[src/rtl/cicg_pkg.sv]
package cicg_pkg;
  localparam int unsigned CICG_IN_W    = 14;
  localparam int unsigned CICG_ACC_W   = 40;
  localparam int unsigned CICG_STAGES  = 5;
  localparam int unsigned CICG_GAIN_W  = 3;
  localparam int unsigned CICG_SG_W    = 4;
  localparam int unsigned CICG_PRE_W   = 6;
  localparam int unsigned CICG_OUT_W   = 16;
endpackage

[src/rtl/cicg_in_shift.sv]
module cicg_in_shift #(
  parameter int unsigned IN_W   = 14,
  parameter int unsigned ACC_W  = 40,
  parameter int unsigned GAIN_W = 3
) (
  input  logic [IN_W-1:0]   sample_i,
  input  logic [GAIN_W-1:0] gain_i,
  output logic [ACC_W-1:0]  shifted_o
);
  localparam int unsigned EXT_W = ACC_W - IN_W;

  logic [ACC_W-1:0] ext;

  always_comb begin
    ext       = {{EXT_W{sample_i[IN_W-1]}}, sample_i};
    shifted_o = ext << gain_i;
  end
endmodule

[src/rtl/cicg_integ_chain.sv]
module cicg_integ_chain #(
  parameter int unsigned ACC_W  = 40,
  parameter int unsigned STAGES = 5
) (
  input  logic             clk_i,
  input  logic             rst_ni,
  input  logic             en_i,
  input  logic [ACC_W-1:0] din_i,
  output logic [ACC_W-1:0] dout_o
);
  logic [ACC_W-1:0] acc_q [STAGES];
  logic [ACC_W-1:0] acc_d [STAGES];

  generate
    for (genvar k = 0; k < STAGES; k++) begin : g_stage
      if (k == 0) begin : g_first
        always_comb acc_d[k] = acc_q[k] + din_i;
      end else begin : g_rest
        always_comb acc_d[k] = acc_q[k] + acc_q[k-1];
      end

      always_ff @(posedge clk_i or negedge rst_ni) begin
        if (!rst_ni) begin
          acc_q[k] <= '0;
        end else if (en_i) begin
          acc_q[k] <= acc_d[k];
        end
      end
    end
  endgenerate

  assign dout_o = acc_q[STAGES-1];
endmodule

[src/rtl/cicg_dec_ctrl.sv]
module cicg_dec_ctrl #(
  parameter int unsigned PRE_W = 6
) (
  input  logic             clk_i,
  input  logic             rst_ni,
  input  logic             in_valid_i,
  input  logic [PRE_W-1:0] preload_i,
  input  logic             sync_in_i,
  input  logic             sync_en_i,
  output logic             take_o
);
  logic [PRE_W-1:0] cnt_q;
  logic [PRE_W-1:0] cnt_d;
  logic             sync_hit;
  logic             at_zero;

  always_comb begin
    sync_hit = sync_in_i & sync_en_i;
    at_zero  = (cnt_q == '0);
    take_o   = in_valid_i & ~sync_hit & at_zero;
    cnt_d    = cnt_q;
    if (sync_hit) begin
      cnt_d = preload_i;
    end else if (in_valid_i) begin
      cnt_d = at_zero ? preload_i : (cnt_q - 1'b1);
    end
  end

  always_ff @(posedge clk_i or negedge rst_ni) begin
    if (!rst_ni) begin
      cnt_q <= '0;
    end else begin
      cnt_q <= cnt_d;
    end
  end
endmodule

[src/rtl/cicg_comb_out.sv]
module cicg_comb_out #(
  parameter int unsigned ACC_W  = 40,
  parameter int unsigned STAGES = 5,
  parameter int unsigned SG_W   = 4,
  parameter int unsigned OUT_W  = 16
) (
  input  logic             clk_i,
  input  logic             rst_ni,
  input  logic             take_i,
  input  logic [ACC_W-1:0] din_i,
  input  logic [SG_W-1:0]  shift_gain_i,
  output logic             out_valid_o,
  output logic [OUT_W-1:0] out_data_o
);
  localparam int unsigned SG_MAX    = (1 << SG_W) - 1;
  localparam int unsigned SLICE_LSB = ACC_W - SG_MAX - OUT_W;
  localparam logic [SG_W-1:0] SG_TOP = SG_W'(SG_MAX);

  logic [ACC_W-1:0] stage_v [STAGES+1];
  logic [ACC_W-1:0] dly_q   [STAGES];
  logic [SG_W-1:0]  shamt;
  logic [ACC_W-1:0] scaled;
  logic [OUT_W-1:0] data_d;

  assign stage_v[0] = din_i;

  generate
    for (genvar k = 0; k < STAGES; k++) begin : g_comb
      always_comb stage_v[k+1] = stage_v[k] - dly_q[k];

      always_ff @(posedge clk_i or negedge rst_ni) begin
        if (!rst_ni) begin
          dly_q[k] <= '0;
        end else if (take_i) begin
          dly_q[k] <= stage_v[k];
        end
      end
    end
  endgenerate

  always_comb begin
    shamt  = SG_TOP - shift_gain_i;
    scaled = ACC_W'($signed(stage_v[STAGES]) >>> shamt);
    data_d = scaled[SLICE_LSB +: OUT_W];
  end

  always_ff @(posedge clk_i or negedge rst_ni) begin
    if (!rst_ni) begin
      out_valid_o <= 1'b0;
      out_data_o  <= '0;
    end else begin
      out_valid_o <= take_i;
      if (take_i) begin
        out_data_o <= data_d;
      end
    end
  end
endmodule

[src/rtl/cicg_decimator.sv]
module cicg_decimator
  import cicg_pkg::*;
#(
  parameter int unsigned IN_W   = CICG_IN_W,
  parameter int unsigned ACC_W  = CICG_ACC_W,
  parameter int unsigned STAGES = CICG_STAGES,
  parameter int unsigned GAIN_W = CICG_GAIN_W,
  parameter int unsigned SG_W   = CICG_SG_W,
  parameter int unsigned PRE_W  = CICG_PRE_W,
  parameter int unsigned OUT_W  = CICG_OUT_W
) (
  input  logic              clk_i,
  input  logic              rst_ni,
  input  logic              in_valid_i,
  input  logic [IN_W-1:0]   in_data_i,
  input  logic [GAIN_W-1:0] gain_code_i,
  input  logic [SG_W-1:0]   shift_gain_i,
  input  logic [PRE_W-1:0]  dec_preload_i,
  input  logic              sync_in_i,
  input  logic              sync_en_i,
  output logic              out_valid_o,
  output logic [OUT_W-1:0]  out_data_o
);
  logic [1:0]       rst_sync_q;
  logic             rst_n_int;
  logic [ACC_W-1:0] shifted;
  logic [ACC_W-1:0] integ_out;
  logic             take;

  always_ff @(posedge clk_i or negedge rst_ni) begin
    if (!rst_ni) begin
      rst_sync_q <= 2'b00;
    end else begin
      rst_sync_q <= {rst_sync_q[0], 1'b1};
    end
  end
  assign rst_n_int = rst_sync_q[1];

  cicg_in_shift #(.IN_W(IN_W), .ACC_W(ACC_W), .GAIN_W(GAIN_W)) u_shift (
    .sample_i  (in_data_i),
    .gain_i    (gain_code_i),
    .shifted_o (shifted)
  );

  cicg_integ_chain #(.ACC_W(ACC_W), .STAGES(STAGES)) u_integ (
    .clk_i  (clk_i),
    .rst_ni (rst_n_int),
    .en_i   (in_valid_i),
    .din_i  (shifted),
    .dout_o (integ_out)
  );

  cicg_dec_ctrl #(.PRE_W(PRE_W)) u_ctrl (
    .clk_i      (clk_i),
    .rst_ni     (rst_n_int),
    .in_valid_i (in_valid_i),
    .preload_i  (dec_preload_i),
    .sync_in_i  (sync_in_i),
    .sync_en_i  (sync_en_i),
    .take_o     (take)
  );

  cicg_comb_out #(.ACC_W(ACC_W), .STAGES(STAGES), .SG_W(SG_W), .OUT_W(OUT_W)) u_comb (
    .clk_i        (clk_i),
    .rst_ni       (rst_n_int),
    .take_i       (take),
    .din_i        (integ_out),
    .shift_gain_i (shift_gain_i),
    .out_valid_o  (out_valid_o),
    .out_data_o   (out_data_o)
  );
endmodule

[config.mk]
export PLATFORM = sky130hd
export DESIGN_NAME = cicg_decimator
export DESIGN_NICKNAME = d
export VERILOG_FILES = /design/src/rtl/cicg_pkg.sv /design/src/rtl/cicg_in_shift.sv /design/src/rtl/cicg_integ_chain.sv /design/src/rtl/cicg_dec_ctrl.sv /design/src/rtl/cicg_comb_out.sv /design/src/rtl/cicg_decimator.sv
export SDC_FILE = /design/constraint.sdc
export NUM_CORES = 1
export LEC_CHECK = 0
export BUFFER_PORTS_ARGS = -buffer_cell sky130_fd_sc_hd__buf_4
export CAP_MARGIN = 20
export CORE_MARGIN = 1.5
export CORE_UTILIZATION = 66
export CTS_CLUSTER_SIZE = 12
export DETAILED_ROUTE_END_ITERATION = 10
export HOLD_SLACK_MARGIN = 0.03
export PLACE_DENSITY = 0.83
export SLEW_MARGIN = 5
export SYNTH_ARGS = -nofsm -noshare
export SYNTH_HDL_FRONTEND = slang
export SYNTH_HIERARCHICAL = 1
export SYNTH_SLANG_ARGS = --single-unit
[constraint.sdc]
create_clock -name clk_i -period 18.4 [get_ports clk_i]
set_input_delay 1.84 -clock clk_i [delete_from_list [all_inputs] [get_ports clk_i]]
set_output_delay 1.84 -clock clk_i [all_outputs]
set_load 0.005 [all_outputs]
# Yosys cells after proc, flatten, opt, wreduce, memory -nomap -nowiden
# Cells that the tools add are included.
[word_totals] register_bits=425 input_bits=32
[classes] n_addsub=12 reduce_logical=2 n_bitwise=4 n_shift=2 muxes=3
[op_table] operator="adder 40 bit" n=5
[op_table] operator="subtractor 40 bit" n=5
[op_table] operator="<< shifter 40 x 3 -> 40 bit" n=1
[op_table] operator=">>> shifter 40 x 4 -> 25 bit" n=1
[op_table] operator="2-to-1 mux 6 bit" n=3
[op_table] operator="logical NOT 6 bit" n=1
[op_table] operator="subtractor 6 x 1 -> 6 bit (second input constant)" n=1
[op_table] operator="subtractor 4 bit (first input constant)" n=1
[op_table] operator="bitwise AND 1 bit" n=3
[op_table] operator="nonzero test 2 bit" n=1
[op_table] operator="inverter 1 bit" n=1

# Depth between registers and ports, before layout
[depth] ltp_word=6 ltp_mapped=57 ltp_nobuf=55

# Cells and area by module
# The synthesis kept the hierarchy.
[modules_own_cells] module="cicg_comb_out" cells_per_inst=2409 n_inst=1 seq_area_each_um2=5430.2 area_per_inst_um2=19422.4
[modules_own_cells] module="cicg_integ_chain" cells_per_inst=1985 n_inst=1 seq_area_each_um2=5004.8 area_per_inst_um2=17952.2
[modules_own_cells] module="cicg_in_shift" cells_per_inst=107 n_inst=1 seq_area_each_um2=0.0 area_per_inst_um2=870.8
[modules_own_cells] module="cicg_dec_ctrl" cells_per_inst=51 n_inst=1 seq_area_each_um2=150.1 area_per_inst_um2=455.4
[modules_own_cells] module="cicg_decimator" cells_per_inst=3 n_inst=1 seq_area_each_um2=50.0 area_per_inst_um2=53.8

# Least setup slack after synthesis
# OpenSTA, ideal clock, no wires.
[synth_timing] path_type="reg2reg" startpoint="reg u_integ.acc_q, in the netlist u_integ/dout_o[0]" endpoint="reg u_comb.out_data_o[15]" t_arrival_ns=10.290 required_time_ns=18.264 slack_ns=7.973 path_stages_with_launch=50 cell_sequence="dfrtp_1 buf_4 inv_1 ha_1 inv_1 fa_1 a21o_1 a21oi_1 o21bai_1 a21oi_1 o21ai_0 a21o_1 a21oi_1 xnor2_1 ha_1 a21oi_1 and3_1 o21ai_0 (+14 left out) ha_1 and3_1 nand2_1 or3_1 o211a_1 a21oi_1 a221o_1 a21oi_1 xnor2_1 ha_1 and2_1 a311o_2 o21ai_0 o21ai_0 xor2_1 xnor3_1 a2111oi_2 o221ai_2"
[synth_lines] item="from (decl)" line_no="cicg_integ_chain.sv:11" rtl="logic [ACC_W-1:0] acc_q [STAGES];"
[synth_lines] item="from (signal, indexed assignment)" line_no="cicg_integ_chain.sv:26" rtl="acc_q[k] <= acc_d[k];"
[synth_lines] item="to (signal assigned)" line_no="cicg_comb_out.sv:54" rtl="out_data_o <= data_d;"
[synth_lines] item="to (decl)" line_no="cicg_comb_out.sv:13" rtl="output logic [OUT_W-1:0] out_data_o"

==> results.sh <==
export IMPL_outcome="finished, final reports clean"
export IMPL_grt_pass1_vias=31577
export IMPL_cts_root_buf="clkbuf_16"
export IMPL_layout_commonest_cell="dfrtp_1"
export IMPL_dpl_cell_area_sq_um=38960
export IMPL_grt_pass1_wl_um=144500
export IMPL_grt_total_usage_pct=28.24
export IMPL_cp_required_ns=18.86
export IMPL_slowest_stage="a2111oi_2"
export IMPL_first_iter_violations=1535
export IMPL_worstMarginPinSlew_ns=0.9181
export IMPL_grt_max_degree=188
export IMPL_viasPerCell=6.143
export IMPL_async_flop_share_pct=100.0
export IMPL_post_cts_setup_buffers=0
export IMPL_postSynthCellCount=4555
export IMPL_antenna_cells=0
export IMPL_synth_distinct_cells=102
export IMPL_dr_pass1_iters=5
export IMPL_critPathLaunchType="flip-flop"
export IMPL_rows=88
export IMPL_crit_fanout=7
export IMPL_fmaxAchievable_mhz=85.72
export IMPL_multi_input_area_sq_um=25810
export IMPL_die_y_um=245.3
export IMPL_yosys_most_used_dff="dfrtp_1"
export IMPL_gp_congestion=0.9511
export IMPL_ys_ff_latch=425
export IMPL_portBuffers=48
export IMPL_synth_edff_count=0
export IMPL_yosys_warnings=6
export IMPL_post_route_min_period_ns=11.67
export IMPL_cts_max_path_buffers=3
export IMPL_vias=32185
export IMPL_crit_family="compound AO/OA/AOI/OAI gates"
export IMPL_clkSinkCount=425
export IMPL_fin_setup_tns_ns=0
export IMPL_setup_viol=0
export IMPL_max_cap_violations=0
export IMPL_r2r_slack_ns=6.73
export IMPL_nFillCells=4603
export IMPL_seq_area_frac_synth_pct=27.44
export IMPL_initial_core_util_pct=66.92
export IMPL_hold_viol_final=0
export IMPL_final_layout_size_suffix_gt1_share_pct=9.410
export IMPL_overflow=0
export IMPL_wire_per_inst_um=16.27
export IMPL_postRouteWirelength_um=85230
export IMPL_cts_buffers=51
export IMPL_h_tree_depth=2
export IMPL_crit_arrival_ns=12.13
export IMPL_final_area_sq_um=40760
export IMPL_period_share_pct=63.40
export IMPL_relSlewSlack_pct=38.80
export IMPL_antenna_left=0
export IMPL_ctsHoldBuffers=0
export IMPL_crit_path_end_kind="flip-flop"
export IMPL_die_x_um=245.3
export IMPL_synth_area_per_cell_sq_um=8.508
export IMPL_cts_tree="done"
export IMPL_place_hpwl_um=62920
export IMPL_slew_viol_final=0
export IMPL_path_common_cell="a21oi_1"
export IMPL_ios=49
export IMPL_slowest_delay_ns=0.43
export IMPL_drc_errors=0
export IMPL_design_die_area_sq_um=60180
export IMPL_area_growth_pct=5.162
export IMPL_critical_path_class="flip-flop to flip-flop"
export IMPL_cp_num_buf_inv=3
export IMPL_hp_class="flip-flop to flip-flop"
export IMPL_final_cell_mix="dfrtp_1 (424), nand2_1 (408), a21oi_1 (404)"
export IMPL_grt_setup_unrepaired="no"
export IMPL_coreArea_sq_um=57920
export IMPL_clk_latency_ns=0.61
export IMPL_synthesis_area_sq_um=38750
export IMPL_cts_resized=0
export IMPL_synth_nets=4987
export IMPL_area_sequential_sq_um=10640
export IMPL_final_net_count=4865
export IMPL_fin_skew_ns=0.02747
export IMPL_clkTransAtPathRegs_ns=0.06
export IMPL_antenna_found_initial=0
==> final cells by class <==
type                            instances  area share (%)
Timing Repair Buffer                   59           1.274
Tap cell                              765           2.349
Multi-Input combinational cell       3614           63.33
Clock inverter                         22          0.6969
Inverter                              282           2.597
Sequential cell                       425           26.10
Clock buffer                           72           3.647
==> stage by stage <==
step,cells,worst slack [ns],utilization [%],hold WS [ns]
after CTS,5238,6.812,70.32,0.3499
after global routing,5239,5.655,70.37,0.3617
after floorplan,4555,5.678,-,0.3312
after global placement,5144,7.117,67.27,0.3370
after detailed placement,5144,6.856,67.27,0.3355
final,5239,6.735,70.37,0.3486
==> synth_stat cells (10+ instances only) <==
library cell,instances,area share (%)
dfrtp_1,425,27
nand2_1,408,4.0
a21oi_1,404,5.2
ha_1,391,13
o21ai_0,381,4.9
inv_1,282,2.7
nor2_1,272,2.6
xnor2_1,237,5.4
a21o_1,208,4.0
mux2_2,203,5.9
clkbuf_1,139,1.3
xor2_1,106,2.4
nand3_1,81,1.0
buf_4,65,1.3
nand2b_1,59,0.95
nor3_1,56,0.72
nor2b_1,52,0.84
o21a_1,52,1.0
o21bai_1,52,1.0
nand4_1,49,0.79
o211ai_1,45,0.87
mux2i_1,42,1.1
a31oi_1,39,0.63
a211oi_1,38,0.74
and3_1,35,0.56
o31ai_1,31,0.60
and2_1,22,0.36
or2_2,20,0.32
a211o_1,19,0.43
a21boi_0,17,0.33
a221oi_1,16,0.36
nor4_1,16,0.26
or3_1,14,0.23
and4_1,13,0.29
o221ai_1,13,0.29
buf_1,12,0.12
a221o_1,11,0.28
a31o_2,10,0.23
o22ai_1,10,0.16
o31a_1,10,0.23
==> logic make-up (layout without fill, tap and decap cells) <==
logic type / after synthesis / in the layout / share of synthesized area [%]
and+or+nand+nor: 1140 / 1140 / 13.88
DFF: 425 / 425 / 27.44
other: 1 / 1 / 0.009676
AOI/OAI and AO/OA: 1475 / 1475 / 24.28
xor gates and xnor gates: 346 / 346 / 7.932
adders and majority gates: 400 / 400 / 13.09
buffers and inverters: 516 / 435 / 5.970
muxes: 252 / 252 / 7.390
==> worst paths after layout <==
kind	cells past startpoint	endpoint	startpoint
setup / recovery	48	u_comb/out_data_o[15]	u_integ/dout_o[0]
hold / removal	0	rst_sync_q[1]	rst_sync_q[0]
setup reg to reg	48	u_comb/out_data_o[15]	u_integ/dout_o[0]
hold reg to reg	0	rst_sync_q[1]	rst_sync_q[0]
max in group asynchronous	2	u_comb/dly_q[17]	rst_sync_q[1]
min in group asynchronous	0	u_integ/acc_q[80]	rst_sync_q[1]
==> registers in the layout, summed over array words and instances (netlist names) <==
register,flops
u_integ/acc_q,160
u_comb/dly_q,200
rst_sync_q,2
u_integ/dout_o,40
u_ctrl/cnt_q,6
u_comb/out_data_o,16
u_comb/out_valid_o,1
==> per-layer routing <==
metal | vias up | track usage [%] | part of all wire, %
met5 | - | 0 | 0
met4 | 0 | 12.62 | 4.1
met3 | 230 | 2.761 | 2.9
met2 | 628 | 52.46 | 51
met1 | 15112 | 32.64 | 42
li1 | 16215 | - | -
Power is left out: the tool's default activity adds up to more than one toggle a clock period on the data nets, which glitch-free logic cannot reach.
